### src/rtl/tdl_pkg.sv
`timescale 1ns/1ps
package tdl_pkg;

    typedef enum logic [1:0] {
        MODE_FIXED    = 2'd0,
        MODE_VARIABLE = 2'd1,
        MODE_VARLOAD  = 2'd2
    } tdl_mode_e;

    typedef enum logic [2:0] {
        ACT_KEEP   = 3'd0,
        ACT_FROZEN = 3'd1,
        ACT_PRESET = 3'd2,
        ACT_TAKE   = 3'd3,
        ACT_UP     = 3'd4,
        ACT_DOWN   = 3'd5
    } tdl_act_e;

endpackage

### src/rtl/tdl_action_dec.sv
`timescale 1ns/1ps
// Decodes the per-edge request into one tap action.
// Priority: hold over load over step.
module tdl_action_dec
    import tdl_pkg::*;
#(
    parameter tdl_mode_e MODE = MODE_VARLOAD
) (
    input  logic     hold_i,
    input  logic     load_i,
    input  logic     step_en_i,
    input  logic     step_up_i,
    output tdl_act_e act_o
);

    always_comb begin
        act_o = ACT_KEEP;
        unique case (MODE)
            MODE_FIXED: begin
                // fixed behaviour pins the tap to its preset
                act_o = ACT_PRESET;
            end
            MODE_VARIABLE, MODE_VARLOAD: begin
                if (hold_i) begin
                    act_o = ACT_FROZEN;
                end else if (load_i) begin
                    act_o = (MODE == MODE_VARLOAD) ? ACT_TAKE : ACT_PRESET;
                end else if (step_en_i) begin
                    act_o = step_up_i ? ACT_UP : ACT_DOWN;
                end else begin
                    act_o = ACT_KEEP;
                end
            end
            default: begin
                act_o = ACT_PRESET;
            end
        endcase
    end

endmodule

### src/rtl/tdl_tap_reg.sv
`timescale 1ns/1ps
// Tap state register: one process for the register, one for the next value.
module tdl_tap_reg
    import tdl_pkg::*;
#(
    parameter int TAP_BITS   = 9,
    parameter int PRESET_TAP = 0
) (
    input  logic                clk_i,
    input  logic                arst_i,
    input  tdl_act_e            act_i,
    input  logic [TAP_BITS-1:0] load_val_i,
    output logic [TAP_BITS-1:0] tap_o
);

    localparam logic [TAP_BITS-1:0] PRESET_V = PRESET_TAP[TAP_BITS-1:0];
    localparam logic [TAP_BITS-1:0] ONE_V    = {{(TAP_BITS-1){1'b0}}, 1'b1};

    logic [TAP_BITS-1:0] tap_q;
    logic [TAP_BITS-1:0] tap_d;

    // state register, asynchronous return to preset
    always_ff @(posedge clk_i or posedge arst_i) begin
        if (arst_i) begin
            tap_q <= PRESET_V;
        end else begin
            tap_q <= tap_d;
        end
    end

    // next tap; UP and DOWN wrap modulo 2**TAP_BITS
    always_comb begin
        tap_d = tap_q;
        unique case (act_i)
            ACT_KEEP:   tap_d = tap_q;
            ACT_FROZEN: tap_d = tap_q;
            ACT_PRESET: tap_d = PRESET_V;
            ACT_TAKE:   tap_d = load_val_i;
            ACT_UP:     tap_d = tap_q + ONE_V;
            ACT_DOWN:   tap_d = tap_q - ONE_V;
            default:    tap_d = tap_q;
        endcase
    end

    assign tap_o = tap_q;

endmodule

### src/rtl/tdl_delay_chain.sv
`timescale 1ns/1ps
// Shift chain: position k holds the sample taken k active edges before the latest one.
module tdl_delay_chain #(
    parameter int DEPTH = 512
) (
    input  logic             clk_i,
    input  logic             arst_i,
    input  logic             din_i,
    output logic [DEPTH-1:0] stages_o
);

    logic [DEPTH-1:0] sh_q;

    always_ff @(posedge clk_i or posedge arst_i) begin
        if (arst_i) begin
            sh_q <= '0;
        end else begin
            sh_q <= {sh_q[DEPTH-2:0], din_i};
        end
    end

    assign stages_o = sh_q;

endmodule

### src/rtl/tdl_tap_sel.sv
`timescale 1ns/1ps
// Picks the chain position named by the tap.
module tdl_tap_sel #(
    parameter int TAP_BITS = 9,
    localparam int DEPTH   = 1 << TAP_BITS
) (
    input  logic [DEPTH-1:0]    stages_i,
    input  logic [TAP_BITS-1:0] tap_i,
    output logic                dout_o
);

    assign dout_o = stages_i[tap_i];

endmodule

### src/rtl/tdl_out_delay.sv
`timescale 1ns/1ps
module tdl_out_delay
    import tdl_pkg::*;
#(
    parameter tdl_mode_e MODE        = MODE_VARLOAD,
    parameter int        TAP_BITS    = 9,
    parameter int        PRESET_TAP  = 0,
    parameter bit        CLK_FALLING = 1'b0,
    parameter bit        RST_LOW     = 1'b0
) (
    input  logic                clk_i,
    input  logic                rst_i,
    input  logic                step_en_i,
    input  logic                step_up_i,
    input  logic                load_i,
    input  logic [TAP_BITS-1:0] load_val_i,
    input  logic                din_i,
    input  logic                hold_i,
    output logic                dout_o,
    output logic [TAP_BITS-1:0] tap_cnt_o
);

    localparam int DEPTH = 1 << TAP_BITS;

    logic                eff_clk;
    logic                arst;
    tdl_act_e            act;
    logic [TAP_BITS-1:0] tap_q;
    logic [DEPTH-1:0]    stages;

    // edge selection and reset level selection
    generate
        if (CLK_FALLING) begin : g_clk_fall
            assign eff_clk = ~clk_i;
        end else begin : g_clk_rise
            assign eff_clk = clk_i;
        end
        if (RST_LOW) begin : g_rst_low
            assign arst = ~rst_i;
        end else begin : g_rst_high
            assign arst = rst_i;
        end
    endgenerate

    tdl_action_dec #(
        .MODE (MODE)
    ) u_dec (
        .hold_i    (hold_i),
        .load_i    (load_i),
        .step_en_i (step_en_i),
        .step_up_i (step_up_i),
        .act_o     (act)
    );

    tdl_tap_reg #(
        .TAP_BITS   (TAP_BITS),
        .PRESET_TAP (PRESET_TAP)
    ) u_tap (
        .clk_i      (eff_clk),
        .arst_i     (arst),
        .act_i      (act),
        .load_val_i (load_val_i),
        .tap_o      (tap_q)
    );

    tdl_delay_chain #(
        .DEPTH (DEPTH)
    ) u_chain (
        .clk_i    (eff_clk),
        .arst_i   (arst),
        .din_i    (din_i),
        .stages_o (stages)
    );

    tdl_tap_sel #(
        .TAP_BITS (TAP_BITS)
    ) u_sel (
        .stages_i (stages),
        .tap_i    (tap_q),
        .dout_o   (dout_o)
    );

    // count is reported only in the adjustable behaviours
    generate
        if (MODE == MODE_FIXED) begin : g_cnt_off
            assign tap_cnt_o = '0;
        end else begin : g_cnt_on
            assign tap_cnt_o = tap_q;
        end
    endgenerate

endmodule

### config.mk
export PLATFORM = sky130hd
export DESIGN_NAME = tdl_out_delay
export DESIGN_NICKNAME = d
export VERILOG_FILES = /design/src/rtl/tdl_pkg.sv /design/src/rtl/tdl_action_dec.sv /design/src/rtl/tdl_tap_reg.sv /design/src/rtl/tdl_delay_chain.sv /design/src/rtl/tdl_tap_sel.sv /design/src/rtl/tdl_out_delay.sv
export SDC_FILE = /design/constraint.sdc
export NUM_CORES = 1
export LEC_CHECK = 0
export ABC_AREA = 1
export BUFFER_PORTS_ARGS = -buffer_cell sky130_fd_sc_hd__buf_4
export CORE_MARGIN = 3
export CORE_UTILIZATION = 38
export DETAILED_ROUTE_END_ITERATION = 12
export GPL_TIMING_DRIVEN = 0
export PLACE_DENSITY_LB_ADDON = 0.05
export SLEW_MARGIN = 20
export SYNTH_ARGS = -nofsm -noshare
export SYNTH_HDL_FRONTEND = slang
export SYNTH_SLANG_ARGS = --single-unit
### constraint.sdc
create_clock -name clk_i -period 19.5 [get_ports clk_i]
set_input_delay 0.975 -clock clk_i [delete_from_list [all_inputs] [get_ports clk_i]]
set_output_delay 0.975 -clock clk_i [all_outputs]
set_load 0.1 [all_outputs]
==> run_results.csv <==
group,metric,value,unit
floorplan,die_h,229,um
routing,drcViolationCount,0,
routing,wl_per_cell,23.0,um
critical_path,endpoint,"dout_o",
routing,drtIter0Drc,1280,
logic_synthesis,avgSynthCellArea,10.7,um2
place,placedInstanceArea,20000,um2
final_layout,fillers,4520,
final_layout,antenna_cells,0,
power_and_ir_drop,powerDensity,121,nW/um2
clock_network,cts_resized,0,
job,cap_violations,0,
sta,setup_ws,14700,ps
sta,rsz0062_at_grt,"false",
clock_network,htreeDepth,2,
critical_path,critPathSlowestCell,"clkbuf_1",
logic_synthesis,synth_cell_types,29,
clock_network,hold_buffers,0,
logic_synthesis,synth-seq-cells,521,
floorplan,start_util,38.9,%
global_route,first_global_vias,13500,
critical_path,cp_max_fo,10,
logic_synthesis,yosysTopAreaCell,"dfrtp_1",
logic_synthesis,synthTopCellsByCount,"559 x nand2_1, 521 x dfrtp_1, 506 x nand3_1",
routing,drt-total-wl,58700,um
sta,fmax,0.208,GHz
final_layout,fin_cells,2555,
floorplan,dieArea,52200,um2
power_and_ir_drop,netSwitchingPower,0.814,mW
power_and_ir_drop,intPower,1.82,mW
final_layout,multi_input_area,4960,um2
power_and_ir_drop,swShare,30.9,%
clock_network,clkTransAtPathRegs,60,ps
place,hpwl,37200,um
logic_synthesis,yosysSeqAreaShare,69.3,%
logic_synthesis,yosysWarnings,0,
critical_path,r2r_cells,6,
logic_synthesis,yosysMostFrequentCell,"nand2_1",
critical_path,crit_chain,"inv_1 -> buf_2 -> clkbuf_1 -> nand3_1 -> nand3_1 -> nand3_1 -> nand3_1 -> nand2_1 -> nand2_1 -> nand3_1 -> nand2_1 -> nand2_1 -> nand2_1 -> buf_4",
critical_path,arrival,3830,ps
clock_network,post_cts_buffers,0,
power_and_ir_drop,p_comb_share,18.7,%
clock_network,cts_tree,"yes",
critical_path,cpPeakStageDelay,840,ps
power_and_ir_drop,vdd_drop_max,0.0711,mV
final_layout,drive_above_1_share,12.3,%
final_layout,finalNetCount,1869,
logic_synthesis,synth_edf_count,0,
final_layout,design_area,21800,um2
critical_path,cp-startpoint,"u_tap.tap_o[2]$_DFFE_PP0P_",
logic_synthesis,synthesis.area,18800,um2
logic_synthesis,synth_area_leaders,"dfrtp_1 69%, nand3_1 13%, nand2_1 11%, buf_6 1.7%, buf_2 1.4%",
logic_synthesis,synth-main-ff-cell,"dfrtp_1",
routing,avgViaCountPerCell,5.18,
clock_network,cts_root_buf,"clkbuf_16",
routing,ant_nets,0,
sta,period_share,24.6,%
clock_network,clockBufferDepth,3,
place,pre_cts_ws,15400,ps
critical_path,crit_type,"flip-flop to output pin",
sta,slew_violations,0,
floorplan,core-area,48300,um2
final_layout,area_growth,15.8,%
sta,post-route-min-period,4800,ps
final_layout,regArea,13000,um2
sta,fin_skew,7.39,ps
clock_network,clock_latency,600,ps
global_route,track_usage,22.9,%
critical_path,worstPathRequired,18530,ps
power_and_ir_drop,leakage,10.6,nW
place,dp.cells,2450,
logic_synthesis,syn-num-nets,1781,
hold_path,hold_class,"flip-flop to flip-flop",
logic_synthesis,async_reset_ff_share,100,%
global_route,grt_max_degree,105,
routing,dr.pass1.iters,5,
global_route,antenna_found_initial,0,
global_route,overflow,0,
logic_synthesis,synth_top_cell_area_share,69.3,%
critical_path,cp-start-kind,"flip-flop",
power_and_ir_drop,p_clk_share,39.5,%
clock_network,cts_buffers,56,
sta,tightest_slew,1210,ps
floorplan,die_width,229,um
critical_path,r2r_start,"u_tap.tap_o[4]$_DFFE_PP0P_",
critical_path,r2r-end,"u_tap.tap_o[7]$_DFFE_PP0P_",
floorplan,num_io_pins,26,
logic_synthesis,syn_inst,1764,
status,status,"completed",
floorplan,rows,80,
place,gp_congestion,0.826,
critical_path,endpoint_kind,"output pin",
sta,slew_headroom,19.3,%
routing,vias,13200,
clock_network,cts.sinks,521,
sta,hold_viol,0,
power_and_ir_drop,seq_power_share,41.8,%
critical_path,reg2reg_slack,16960,ps
global_route,grt_first_pass_wirelength,89800,um
place,numPortBuffers,25,
sta,setup_viol,0,
-- cells in the final DEF (no fill, tap or decap), drive strengths merged --
master      n
a21oi       2
nand2     563
a21o        1
buf       129
clkinv     19
nand3     507
o21bai      1
a41oi       2
ha          1
dfrtp     521
nor2       10
clkinvlp    2
a22oi       8
o21ai      10
clkbuf     99
inv        17
xor2        7
-- layer usage --
layer / vias to the layer above / share of wire, % / track usage, %
li1: 6003 / - / -
met1: 6789 / 48 / 34.7
met2: 340 / 45 / 34.3
met3: 92 / 4.4 / 3.15
met4: 0 / 2.6 / 7.08
met5: - / 0 / 0
-- worst min-delay path by stage --
stage | cells past startpoint | startpoint | slack (ps) | to
2_1_floorplan | 0 | u_chain.stages_o[99]$_DFF_PP0_ | 350 | u_chain.stages_o[100]$_DFF_PP0_
3_3_place_gp | 0 | u_chain.stages_o[138]$_DFF_PP0_ | 360 | u_chain.stages_o[139]$_DFF_PP0_
3_5_place_dp | 0 | u_chain.stages_o[329]$_DFF_PP0_ | 360 | u_chain.stages_o[330]$_DFF_PP0_
4_1_cts | 0 | u_chain.stages_o[341]$_DFF_PP0_ | 370 | u_chain.stages_o[342]$_DFF_PP0_
5_1_grt | 0 | u_chain.stages_o[138]$_DFF_PP0_ | 370 | u_chain.stages_o[139]$_DFF_PP0_
6_report | 0 | u_chain.stages_o[341]$_DFF_PP0_ | 370 | u_chain.stages_o[342]$_DFF_PP0_
-- per-stage QoR --
step	hold slack (ps)	util (%)	setup TNS [ps]	power (mW)
finish	369	45.1	0	2.63
global route	374	45.1	0	2.75
CTS	371	45.1	0	2.66
detailed placement	359	41.3	0	1.61
global placement	356	41.0	-774430	1.61
floorplan	354	-	0	1.41
-- power by group through the flow --
stage / sequential (mW) / clock [mW] / combinational [mW]
2_1_floorplan: 1.14 / 0 / 0.273
3_3_place_gp: 1.12 / 0 / 0.490
3_5_place_dp: 1.12 / 0 / 0.494
4_1_cts: 1.10 / 1.07 / 0.496
5_1_grt: 1.10 / 1.11 / 0.532
6_report: 1.10 / 1.04 / 0.492
-- kinds of logic (layout without fill, tap and decap cells) --
logic type | after synthesis | count (layout) | synth area share (%)
simple gates | 1080 | 1080 | 25.1
flops | 521 | 521 | 69.3
buf+inv | 131 | 266 | 4.39
compound gates | 24 | 24 | 0.851
xor+xnor | 7 | 7 | 0.366
fa+ha+maj | 1 | 1 | 0.0665
-- registers in the layout (all words and copies together) (netlist names) --
register,cells
u_chain.stages_o,512
u_tap.tap_o,9
-- worst max-delay path, delay by kind of cell (launching register included) --
kind | cells | cell delay [ps]
simple gates | 10 | 1190
flops | 1 | 490
buf+inv | 4 | 1540
-- layout make-up --
class                   instances  share of cell area (%)
plain buffers                 112                    3.44
clock buffers                  86                    7.83
clock inverters                19                   0.528
inverters                      19                   0.385
multi-input cells            1112                    22.7
flip-flops and latches        521                    59.8
well taps                     656                    3.77
repair buffers                 30                    1.49
No activity file was read; power rests on OpenSTA's default activity.
